## src/rtl/foc_pkg.sv

```systemverilog
package foc_pkg;

    typedef enum logic [1:0] {
        OP_IDLE  = 2'd0,
        OP_WRITE = 2'd1,
        OP_READ  = 2'd2,
        OP_HOLD  = 2'd3
    } op_e;

    // Enables are active low; both low is a held no-operation.
    function automatic op_e decode_op(input logic wen_n, input logic ren_n);
        op_e op;
        case ({wen_n, ren_n})
            2'b01:   op = OP_WRITE;
            2'b10:   op = OP_READ;
            2'b00:   op = OP_HOLD;
            default: op = OP_IDLE;
        endcase
        return op;
    endfunction

    // Preset offset value for each select code.
    function automatic logic [31:0] preset_code(input logic [1:0] sel);
        logic [31:0] v;
        case (sel)
            2'd0:    v = 32'd7;
            2'd1:    v = 32'd31;
            2'd2:    v = 32'd63;
            default: v = 32'd127;
        endcase
        return v;
    endfunction

endpackage

```

## src/rtl/foc_preset.sv

```systemverilog
module foc_preset #(
    parameter int NUM_Q   = 4,
    parameter int EMPTY_W = 13,
    parameter int FULL_W  = 13,
    parameter int SLOT_W  = EMPTY_W + FULL_W,
    parameter int CHAIN_W = NUM_Q * SLOT_W
) (
    input  logic [1:0]         sel,
    output logic [CHAIN_W-1:0] preset_chain
);
    logic [31:0] code;
    assign code = foc_pkg::preset_code(sel);

    for (genvar q = 0; q < NUM_Q; q++) begin : g_slot
        assign preset_chain[q*SLOT_W +: EMPTY_W]          = EMPTY_W'(code);
        assign preset_chain[q*SLOT_W + EMPTY_W +: FULL_W] = FULL_W'(code);
    end
endmodule

```

## src/rtl/foc_shift_chain.sv

```systemverilog
module foc_shift_chain #(
    parameter int CHAIN_W = 104
) (
    input  logic               sclk,
    input  logic               mrst_n,
    input  foc_pkg::op_e       op,
    input  logic               sdi,
    input  logic [CHAIN_W-1:0] preset_chain,
    output logic [CHAIN_W-1:0] chain
);
    typedef struct packed {
        logic [CHAIN_W-1:0] bits;
    } chain_t;

    chain_t st_d, st_q;

    always_comb begin
        st_d = st_q;
        if (!mrst_n) begin
            st_d.bits = preset_chain;
        end else if (op == foc_pkg::OP_WRITE) begin
            st_d.bits = {sdi, st_q.bits[CHAIN_W-1:1]};
        end
    end

    always_ff @(posedge sclk) begin
        st_q <= st_d;
    end

    assign chain = st_q.bits;
endmodule

```

## src/rtl/foc_readout.sv

```systemverilog
module foc_readout #(
    parameter int CHAIN_W = 104,
    parameter int CNT_W   = $clog2(CHAIN_W + 1)
) (
    input  logic               sclk,
    input  logic               mrst_n,
    input  foc_pkg::op_e       op,
    input  logic [CHAIN_W-1:0] chain,
    output logic               sdo
);
    localparam logic [CNT_W-1:0] LAST = CNT_W'(CHAIN_W);

    typedef struct packed {
        logic [CNT_W-1:0] pos;
        logic             bit_out;
    } rd_t;

    rd_t st_d, st_q;

    always_comb begin
        st_d = st_q;
        if (!mrst_n) begin
            st_d.pos     = '0;
            st_d.bit_out = 1'b0;
        end else begin
            case (op)
                foc_pkg::OP_READ: begin
                    if (st_q.pos < LAST) begin
                        st_d.bit_out = chain[st_q.pos];
                        st_d.pos     = st_q.pos + 1'b1;
                    end else begin
                        st_d.bit_out = 1'b0;
                    end
                end
                foc_pkg::OP_HOLD: begin
                    st_d = st_q;
                end
                default: begin
                    st_d.pos     = '0;
                    st_d.bit_out = 1'b0;
                end
            endcase
        end
    end

    always_ff @(posedge sclk) begin
        st_q <= st_d;
    end

    assign sdo = st_q.bit_out;
endmodule

```

## src/rtl/flag_offset_chain.sv

```systemverilog
module flag_offset_chain #(
    parameter int NUM_Q   = 4,
    parameter int EMPTY_W = 13,
    parameter int FULL_W  = 13
) (
    input  logic                     sclk,
    input  logic                     mrst_n,
    input  logic [1:0]               preset_sel,
    input  logic                     wen_n,
    input  logic                     ren_n,
    input  logic                     sdi,
    output logic                     sdo,
    output logic [NUM_Q*EMPTY_W-1:0] empty_ofs,
    output logic [NUM_Q*FULL_W-1:0]  full_ofs
);
    localparam int SLOT_W  = EMPTY_W + FULL_W;
    localparam int CHAIN_W = NUM_Q * SLOT_W;

    foc_pkg::op_e       op;
    logic [CHAIN_W-1:0] preset_chain;
    logic [CHAIN_W-1:0] chain;

    assign op = foc_pkg::decode_op(wen_n, ren_n);

    foc_preset #(
        .NUM_Q  (NUM_Q),
        .EMPTY_W(EMPTY_W),
        .FULL_W (FULL_W)
    ) u_preset (
        .sel         (preset_sel),
        .preset_chain(preset_chain)
    );

    foc_shift_chain #(
        .CHAIN_W(CHAIN_W)
    ) u_chain (
        .sclk        (sclk),
        .mrst_n      (mrst_n),
        .op          (op),
        .sdi         (sdi),
        .preset_chain(preset_chain),
        .chain       (chain)
    );

    foc_readout #(
        .CHAIN_W(CHAIN_W)
    ) u_readout (
        .sclk  (sclk),
        .mrst_n(mrst_n),
        .op    (op),
        .chain (chain),
        .sdo   (sdo)
    );

    for (genvar q = 0; q < NUM_Q; q++) begin : g_out
        assign empty_ofs[q*EMPTY_W +: EMPTY_W] = chain[q*SLOT_W +: EMPTY_W];
        assign full_ofs[q*FULL_W +: FULL_W]    = chain[q*SLOT_W + EMPTY_W +: FULL_W];
    end
endmodule

```

## config.mk

```make
export PLATFORM = sky130hd
export DESIGN_NAME = flag_offset_chain
export DESIGN_NICKNAME = d
export VERILOG_FILES = /design/src/rtl/foc_pkg.sv /design/src/rtl/foc_preset.sv /design/src/rtl/foc_shift_chain.sv /design/src/rtl/foc_readout.sv /design/src/rtl/flag_offset_chain.sv
export SDC_FILE = /design/constraint.sdc
export NUM_CORES = 1
export LEC_CHECK = 0
export BUFFER_PORTS_ARGS = -buffer_cell sky130_fd_sc_hd__buf_2
export CAP_MARGIN = 10
export CELL_PAD_IN_SITES_DETAIL_PLACEMENT = 1
export CELL_PAD_IN_SITES_GLOBAL_PLACEMENT = 1
export CORE_MARGIN = 2
export CORE_UTILIZATION = 40
export DETAILED_ROUTE_END_ITERATION = 8
export GPL_TIMING_DRIVEN = 0
export PLACE_DENSITY = 0.67
export SYNTH_ARGS = -nofsm -noshare
export SYNTH_HDL_FRONTEND = slang
export SYNTH_HIERARCHICAL = 1
export SYNTH_SLANG_ARGS = --single-unit
```

## constraint.sdc

```tcl
create_clock -name sclk -period 14.1 [get_ports sclk]
set_clock_uncertainty 0.15 [all_clocks]
set_input_delay 0.705 -clock sclk [delete_from_list [all_inputs] [get_ports sclk]]
set_output_delay 0.705 -clock sclk [all_outputs]
set_load 0.02 [all_outputs]
```

Word level (Yosys, flattened, before mapping)
Index checks and enable logic that the tools add are counted. Widths: inputs -> output; s select.

Flip-flop bits (word level): 112. Bits of input ports: 7.

Add/sub/neg operators: 1. Order comparisons: 2. Equality and inequality tests: 9. Mux-type cells: 9. Bitwise gates (word level): 1. Reduce and logical (&&, ||, !) cells: 3.

Operator list (number): $mux 104 (2); $pmux 7 s3 (1); $pmux 8 s2 (1); $eq 2x2->1 const B (4); $lt 7x8->1 const B (1); $add 7x1->7 const B (1); $bmux 1 s7 (1); $lt 7x7->1 const B (1); $mux 7 (1); $eq 2x1->1 const B (3); $pmux 2 s3 (1); $logic_not 2->1 (2); $ne 2x1->1 const B (2); $mux 1 (2); $reduce_and 2->1 (1); $not 1->1 (1).

Logic depth before layout (Yosys ltp)
Gate-level depths: netlist of the first run.

Word-level depth: 5. Gate-level depth with buffers: 9.

By module
Netlist of the first run, hierarchy kept.

By module, submodules not included: foc_shift_chain (instances 1, cells an instance 222, area an instance 4590.7 um^2, seq. area each 3123.0 um^2); foc_readout (instances 1, cells an instance 137, area an instance 1333.8 um^2, seq. area each 160.2 um^2); foc_preset (instances 1, cells an instance 106, area an instance 783.3 um^2, seq. area each 0.0 um^2); flag_offset_chain (instances 1, cells an instance 2, area an instance 7.5 um^2, seq. area each 0.0 um^2).

Least setup slack after synthesis of the first run
Ideal clock, no wire load.

Kind: input -> register. From: in wen_n. To: reg u_chain.st_q, in the netlist u_chain/chain[0], enable pin. Arrival: 8131 ps. Required time: 13240 ps. Slack: 5109 ps. Cell stages on the path: 3. Buffers on the path: 0. Path through: inv_1 -> inv_1 -> o21ai_0.

Cells in the longest elaborated chain, start to end: 4. Elaborated cells on any way between the ends: 6. Those cells by class: eq/ne (4); mux (1); reduce/logical (1).

RTL lines: start: declaration (RTL line flag_offset_chain.sv:9) `input logic wen_n,`; $eq 2x2->1, or another cell as far along (RTL line foc_pkg.sv:13) `case ({wen_n, ren_n})`; $pmux 2 s3 (*) (RTL line foc_pkg.sv:13); $eq 2x1->1 (*) (RTL line foc_shift_chain.sv:21) `end else if (op == foc_pkg::OP_WRITE) begin`; $ne 2x1->1 (no source line) (*); end signal: assignment (RTL line foc_shift_chain.sv:27) `st_q <= st_d;`; end: declaration (RTL line foc_shift_chain.sv:15) `chain_t st_d, st_q;`.

Mark *: on every way between the ends. The rest lies on a longest branch, timed or not. A chain may end at the register's enable or synchronous reset.

Worst setup path in the final report of the first run
From: reg u_readout/st_q[2] (netlist name). To: reg u_readout.st_q, in the netlist u_readout/sdo.

Cells in the longest elaborated chain, start to end: 4. Elaborated cells on any way between the ends: 5. Those cells by class: order compare (1); mux (4).

RTL lines: start: declaration (RTL line foc_readout.sv:18) `rd_t st_d, st_q;`; start signal: assignment (RTL line foc_readout.sv:47) `st_q <= st_d;`; $bmux 1 s7 (RTL line foc_readout.sv:29) `st_d.bit_out = chain[st_q.pos];`; $mux 1 (implied by the code) (RTL line foc_readout.sv:29); $mux 1 (*) (RTL line foc_readout.sv:28) `if (st_q.pos < LAST) begin`; $pmux 8 s2 (*) (RTL line foc_readout.sv:26) `case (op)`.

Mark *: on every way between the ends. The rest lies on a longest branch, timed or not. The select of a mux whose other input is x is not followed.

==> metrics.md, run 1 <==
| Metric | Value |
|---|---|
| Initial antenna violation count | 0 |
| Finished Core Util | approximately half |
| Asr flop ratio synth | 0% |
| CTS tree | yes |
| Largest net degree at the start of global routing | 28 |
| Main area contributors after synthesis | edfxtp_1 (47%), buf_4 (11%), mux2_4 (11%) |
| H-tree levels | 3 |
| Postcts setup bufs | 0 |
| Syn Area/Cell | 14.38 um2 |
| FILL cells | approximately 1800 |
| Max_slew headroom | 44.79% |
| Register area | 3283 um2 |
| Row count | 47 |
| Share of cells above drive strength 1 | between 50% and 60% |
| Wirelength per Cell | approximately 19 um |
| Multi-input logic area | about 2700 um2 |
| CTS Buf Count | 9 |
| IO Port Bufs | approximately 110 |
| Initial Utilization | 40.64% |
| DR pass1 iterations | 4 |
| DR vias | between 4000 and 5000 |
| Die W | 133.6 um |
| Die Area | about 18000 um2 |
| HPWL after DPL | roughly 12 mm |
| Status | finished, final reports clean |
| Critical-path cell list | clkbuf_1 > clkbuf_1 > mux4_2 > o211ai_1 > a31oi_1 > o32a_1 |
| Slowest stage cell, crit path | clkbuf_1 |
| Max VDD drop | just over 0.06 mV |
| Sequential area share after synthesis | between 40% and 50% |
| Area of the mapped netlist | 6715 um2 |
| Setup WS post-layout | around 12000 ps |
| Core ar. | 16520 um2 |
| Hold Path Class | reg2reg |
| CP Capture Type | flip-flop |
| Vias in the first global route | ~4500 |
| CP arrival | approximately 2700 ps |
| CTS root buffer | clkbuf_16 |
| Final Max Slew Viols | 0 |
| CTS clk-pin slew, worst paths | 70 ps |
| Drc violations | 0 |
| Crit path required time | 14190 ps |
| Pre-CTS setup slack | 11500 ps |
| Achievable frequency | 386.6 MHz |
| Post-DR vias/cell | ~4.7 |
| PwrDens | 106.6 nW/um2 |
| Clk Latency, worst-skew pair | 350 ps |
| EDFF count, synth | 104 |
| Clk buf depth | 2 |
| Cell leakage power | roughly 3.5 nW |
| Post-synth top area share | between 40% and 50% |
| # setup viols final | 0 |
| Hold buffer count at cts | 0 |
| Post-synthesis cell count | 467 |
| # resized after CTS | 0 |
| CP Class | reg2reg |
| Height of the die | 133.6 um |
| Synth area leader | edfxtp_1 |
| Hold Fails Final Rpt | 0 |
| GRT overflow | 0 |
| Fin crit share | between 10% and 20% |
| Final antenna diode count | 0 |
| Starting DRT DRC Count | 200 |
| First-pass GRT wire length | ~26 mm |
| Drt total wl | about 17 mm |
| GRT Resource Usage Total | 19.35% |
| Layout area overhead | 22.04% |
| Clock Sinks | ~110 |
| Ys Warns | 6 |
| Layout Nets | 671 |
| Synth Flop Type | edfxtp_1 |
| Startpoint Class | flip-flop |
| Routability Congestion | 0.7818 |
| CP Max Fanout | 10 |
| RSZ-0062 raised after global routing | false |
| Antenna Nets Post-Route | 0 |
| Yosys cell types | 45 |
| I/O pin cnt | between 100 and 150 |
| Fin crit period | 2587 ps |
| MaxCap Viol Count | 0 |
| #FFs+latches synth | roughly 110 |
| Most used cell, CP | clkbuf_1 |
| Fin Hold WS | approximately 400 ps |
| Fin Setup TNS | 0 ps |
| Least-Margin Pin Slew | around 830 ps |
| Critical path's largest stage delay | roughly 500 ps |
## cells in the mapped netlist, types with 2 or more instances
master	n
mux4_1	3
edfxtp_1	104
buf_6	10
xnor2_1	3
xor2_1	2
conb_1	2
inv_1	7
buf_4	102
a22oi_1	4
mux4_2	12
a211oi_1	2
buf_2	7
dfxtp_1	8
o21ai_0	2
a221oi_1	3
mux2i_1	25
nand2_1	9
mux2_2	58
clkbuf_1	6
a21oi_1	5
nor3_1	2
nand3_1	10
mux2_4	49
nor2b_1	4
a31oi_1	2
nor2_1	7
## where the power goes
group	leakage, nW	internal [W]	switching (W)	total [W]
Combinational	2.26	0.0000923	0.0000965	0.000189
Sequential	1.10	0.000402	0.0000243	0.000427
Clock	0.146	0.000137	0.000121	0.000258
Total	3.50	0.000631	0.000242	0.000874
## placed cells by master (no fill, tap or decap), types with 4 or more instances in the layout
cell | Yosys | routed
a21oi_1 | 5 | 5
a22oi_1 | 4 | 4
buf_2 | 7 | 118
buf_4 | 102 | 102
buf_6 | 10 | 10
clkbuf_1 | 6 | 6
clkbuf_16 | 0 | 9
clkinv_2 | 0 | 4
conb_1 | 2 | 72
dfxtp_1 | 8 | 8
edfxtp_1 | 104 | 104
inv_1 | 7 | 7
mux2_2 | 58 | 58
mux2_4 | 49 | 49
mux2i_1 | 25 | 25
mux4_2 | 12 | 12
nand2_1 | 9 | 9
nand3_1 | 10 | 10
nor2_1 | 7 | 7
nor2b_1 | 4 | 4
## stage by stage
| step | std cells | instance area (um2) | power, W |
|---|---|---|---|
| global route | 888 | 8195 | 0.0009123 |
| detailed placement | 872 | 7908 | 0.0006233 |
| global placement | 868 | 7809 | 0.0006216 |
| CTS | 888 | 8195 | 0.0008847 |
| finish | 888 | 8195 | 0.0008736 |
| floorplan | 537 | 6978 | 0.0005666 |
## kinds of logic after synthesis
| kind of cell | after synthesis | share of synthesized area (%) |
|---|---|---|
| and+or+nand+nor | 40 | 2.982 |
| xor gates and xnor gates | 5 | 0.6523 |
| other | 2 | 0.1118 |
| adders and majority gates | 1 | 0.1863 |
| buffers and inverters | 133 | 14.55 |
| muxes | 147 | 29.61 |
| AOI/OAI and AO/OA | 27 | 3.019 |
| DFF | 112 | 48.89 |
## metal layers
| metal | vias to the layer above | global-route usage [%] | part of all wire, % |
|---|---|---|---|
| met5 | - | 0 | 0 |
| met1 | 2150 | 25.24 | 45 |
| met4 | 0 | 6.560 | 1.6 |
| li1 | 1963 | - | - |
| met3 | 18 | 2.664 | 3.2 |
| met2 | 85 | 33.22 | 50 |
## cell type report
cell class | instances | share of cell area (%)
sequential | 112 | 40.06
tap | 220 | 3.359
clock buffer | 9 | 2.748
inverter | 7 | 0.3206
timing repair buffer | 115 | 7.847
buffer | 126 | 11.60
multi-input combinational | 292 | 33.30
clock inverter | 7 | 0.7634
## path summary, 6_finish.rpt
check	endpoint	depth (start not counted)	startpoint	slack [ps]
worst min register to register	u_readout/st_q[7]$_SDFFE_PN0P_	2	u_readout/st_q[6]$_SDFFE_PN0P_	390
worst min-delay path	u_readout/st_q[7]$_SDFFE_PN0P_	2	u_readout/st_q[6]$_SDFFE_PN0P_	390
worst max-delay path	u_readout/sdo$_SDFFE_PN0P_	6	u_readout/st_q[2]$_SDFFE_PN0P_	11510
worst max register to register	u_readout/sdo$_SDFFE_PN0P_	6	u_readout/st_q[2]$_SDFFE_PN0P_	11510
## worst max-delay path: cells and delay by family, from the launching register on
kind            cells  cell delay, ps
compound gates      3             650
buf+inv             2             940
flops               1             340
mux                 1             400
## flip-flops by register name, summed over array words and instances (netlist names)
signal          flops
u_readout/st_q      7
u_readout/sdo       1
u_chain/chain     104
(Power assumes the default switching activity.)
==> run 2, diff against run 1 <==
--- a/config.mk
+++ b/config.mk
@@ -5,15 +5,16 @@
 export SDC_FILE = /design/constraint.sdc
 export NUM_CORES = 1
 export LEC_CHECK = 0
+export ABC_AREA = 1
 export BUFFER_PORTS_ARGS = -buffer_cell sky130_fd_sc_hd__buf_2
 export CAP_MARGIN = 10
 export CELL_PAD_IN_SITES_DETAIL_PLACEMENT = 1
 export CELL_PAD_IN_SITES_GLOBAL_PLACEMENT = 1
 export CORE_MARGIN = 2
-export CORE_UTILIZATION = 40
+export CORE_UTILIZATION = 38
 export DETAILED_ROUTE_END_ITERATION = 8
 export GPL_TIMING_DRIVEN = 0
-export PLACE_DENSITY = 0.67
+export PLACE_DENSITY = 0.74
 export SYNTH_ARGS = -nofsm -noshare
 export SYNTH_HDL_FRONTEND = slang
 export SYNTH_HIERARCHICAL = 1
==> constraint.sdc (replaced) <==
create_clock -name sclk -period 2.1 [get_ports sclk]
set_clock_uncertainty 0.15 [all_clocks]
set_input_delay 0.105 -clock sclk [delete_from_list [all_inputs] [get_ports sclk]]
set_output_delay 0.105 -clock sclk [all_outputs]
set_load 0.02 [all_outputs]
==> metrics.md, run 2 <==
| Metric | Value |
|---|---|
| CTS Buf Count | 9 (unchanged) |
| Yosys cell types | 24 (-47%) |
| Die Area | 19300 um2 (+8.2%) |
| Fin crit share | 95.94% |
| Ys Warns | 6 (unchanged) |
| CP Class | in2reg |
| Layout area overhead | 21.27% |
| CTS tree | yes |
| Routability Congestion | 0.8558 (+9.5%) |
| GRT overflow | 0 (unchanged) |
| Fin crit period | 2015 ps |
| Clk buf depth | 2 (unchanged) |
| Largest register FFs | 104 (unchanged) |
| Post-DR vias/cell | 4.597 (-3.2%) |
| H-tree levels | 3 (unchanged) |
| MaxCap Viol Count | 0 (unchanged) |
| IO Port Bufs | 111 (unchanged) |
| Status | finished, final reports clean |
| CP arrival | 1850 ps (-830 ps) |
| Hold Fails Final Rpt | 0 (unchanged) |
| Cell leakage power | 4.438 nW (+27%) |
| Setup WS post-layout | 85.18 ps (-11430 ps) |
| EDFF count, synth | 104 (unchanged) |
| Area of the mapped netlist | 6919 um2 (+3.0%) |
| CP Max Fanout | 104 (+94) |
| Die W | 138.9 um (+4.0%) |
| Final Max Slew Viols | 0 (unchanged) |
| Commonest non-fill, non-tap cell in the layout | nand2_1 |
| CP Capture Type | flip-flop |
| Switching share of power | 30.28% (+2.6 points) |
| CTS clk-pin slew, worst paths | 70 ps (about the same) |
| Crit path required time | 1930 ps (-12260 ps) |
| Commonest cells in the netlist | nand2_1 (454), buf_4 (105), edfxtp_1 (104) |
| Core ar. | 17900 um2 (+8.3%) |
| Wirelength per Cell | 15.88 um (-17%) |
| Combinational share of power | 21.4% (-0.2 points) |
| Vias in the first global route | 6134 (+36%) |
| Least-Margin Pin Slew | 846.0 ps (+17.91 ps) |
| RSZ-0062 raised after global routing | false |
| Main area contributors after synthesis | edfxtp_1 (45%), nand2_1 (25%), buf_4 (11%) |
| Syn Area/Cell | 7.629 um2 (-47%) |
| Max_slew headroom | 43.46% (-1.3 points) |
| Achievable frequency | roughly 500 MHz |
| First-pass GRT wire length | 33.67 mm (+29%) |
| Max VDD drop | 0.3972 mV (+550%) |
| Commonest non-fill, non-tap cells in the layout | nand2_1 (453), buf_2 (135), buf_4 (105) |
| Initial Utilization | 38.65% (-2.0 points) |
| Dominant cell by count in the synthesized netlist | nand2_1 |
| Pre-CTS setup slack | 159.7 ps (-11340 ps) |
| Internal power | 0.004212 W (+570%) |
| I/O pin cnt | 112 (unchanged) |
| Post-synthesis cell count | 907 (+94%) |
| #FFs+latches synth | 112 (unchanged) |
| HPWL after DPL | 14.68 mm (+22%) |
| Height of the die | 138.9 um (+4.0%) |
| Post-synth top area share | 45.14% (-1.4 points) |
| Sequential area share after synthesis | 47.45% (-1.4 points) |
| # setup viols final | 0 (unchanged) |
| Clock Sinks | 112 (unchanged) |
| Starting DRT DRC Count | 416 (+110%) |
| Worst hold start | mrst_n |
| Antenna Nets Post-Route | 0 (unchanged) |
| Sequential share of power | 47.9% (-1.0 points) |
| Drt total wl | 21.21 mm (+26%) |
| Setup crit start | ren_n |
| PwrDens | 720.1 nW/um2 (+580%) |
| Asr flop ratio synth | 0% (unchanged) |
| Largest net degree at the start of global routing | 105 (+280%) |
| Synth Flop Type | edfxtp_1 |
| CTS root buffer | clkbuf_16 |
| Final antenna diode count | 0 (unchanged) |
| Clock Power Share | 30.7% (+1.2 points) |
| Fin Setup TNS | 0 ps (unchanged) |
| Clk Latency, worst-skew pair | 360 ps (about the same) |
| Reg-to-reg setup timing slack | 130 ps (-11380 ps) |
| DR pass1 iterations | 5 (+1) |
| Layout Nets | 1111 (+66%) |
| DR vias | 6142 (+46%) |
| Finished Core Util | 46.87% (-2.7 points) |
| Drc violations | 0 (unchanged) |
| GRT Resource Usage Total | 22.38% (+3.0 points) |
| Net Sw Power | 0.001829 W (+660%) |
| Hold Path Class | in2reg |
| RR Startpoint | u_readout/st_q[3]$_SDFFE_PN0P_ |
| Synth area leader | edfxtp_1 |
| Startpoint Class | input port |
| Share of cells above drive strength 1 | 24.84% (-31 points) |
| Initial antenna violation count | 0 (unchanged) |
| Row count | 49 (+4.3%) |
[run 2: cell count changes after synthesis, sizes merged, moves of 21 or more]
| cell | delta |
|---|---|
| nor2 | +33 |
| inv | +58 |
| nand3 | +42 |
| buf | +21 |
| mux2i | -25 |
| mux2 | -107 |
| nand2 | +445 |
[run 2: routing by layer]
| metal | part of all wire (%) | GRT usage [%] | vias up |
|---|---|---|---|
| li1 | - | - | 3052 |
| met1 | 48 | 31.66 | 2945 |
| met2 | 47 | 36.82 | 129 |
| met3 | 4.3 | 2.244 | 16 |
| met4 | 1.3 | 6.220 | 0 |
| met5 | 0 | 0 | - |
[run 2: per-stage QoR]
step | cells | hold slack (ps) | area, um2 | power (W)
global route | 1336 | 319.1 | 8391 | 0.006336
CTS | 1336 | 265.3 | 8383 | 0.006089
finish | 1336 | 275.1 | 8391 | 0.006042
detailed placement | 1317 | 250.8 | 8040 | 0.004223
floorplan | 977 | 93.37 | 7189 | 0.003774
global placement | 1317 | 249.6 | 8031 | 0.004202
[run 2: logic make-up (layout without fill, tap and decap cells)]
| group | after synthesis | count (layout) | synth area share (%) |
|---|---|---|---|
| AND/OR/NAND/NOR | 551 | 551 | 30.98 |
| buffers and inverters | 209 | 339 | 18.77 |
| flip-flops | 112 | 112 | 47.45 |
| AO/OA/AOI/OAI | 32 | 32 | 2.514 |
| other | 2 | 72 | 0.1085 |
| adder cells (fa/ha/maj) | 1 | 1 | 0.1808 |
[run 2: power groups by stage]
stage | combinational (W) | sequential, W | clock (W)
2_1_floorplan | 0.000646 | 0.00313 | 0
3_3_place_gp | 0.00125 | 0.00295 | 0
3_5_place_dp | 0.00128 | 0.00295 | 0
4_1_cts | 0.00129 | 0.00290 | 0.00190
5_1_grt | 0.00143 | 0.00293 | 0.00198
6_report | 0.00129 | 0.00289 | 0.00186
[run 2: repair_timing]
item                                    in CTS  in global routing
gates resized for setup                      0                  3
endpoints found under the hold margin        9                  0
hold buffers                                 4                  0
buffers inserted                             0                  0
endpoints found under the setup margin       0                 22
[run 2: final timing paths]
kind                               endpoint  cells after the start
max reg2reg      u_readout/sdo$_SDFFE_PN0P_                     11
max             u_chain/chain[18]$_DFFE_PP_                      6
min reg2reg  u_readout/st_q[7]$_SDFFE_PN0P_                      2
min              u_chain/chain[0]$_DFFE_PP_                      5
[run 2: area by class of cell]
type | instances | area, um2
inverters | 66 | 255.2
clock inverters | 4 | 70.07
flip-flops and latches | 112 | 3283
well taps | 229 | 286.5
plain buffers | 143 | 1051
fillers | 2324 | 9512
multi-input cells | 656 | 2616
clock buffers | 11 | 232.7
repair buffers | 115 | 595.6
[run 2: worst max-delay path: stages]
cell	delay (ps)
dlygate4sd3_1	530
buf_2	130
clkinvlp_4	170
inv_1	100
nand2_1	120
nand2_8	630
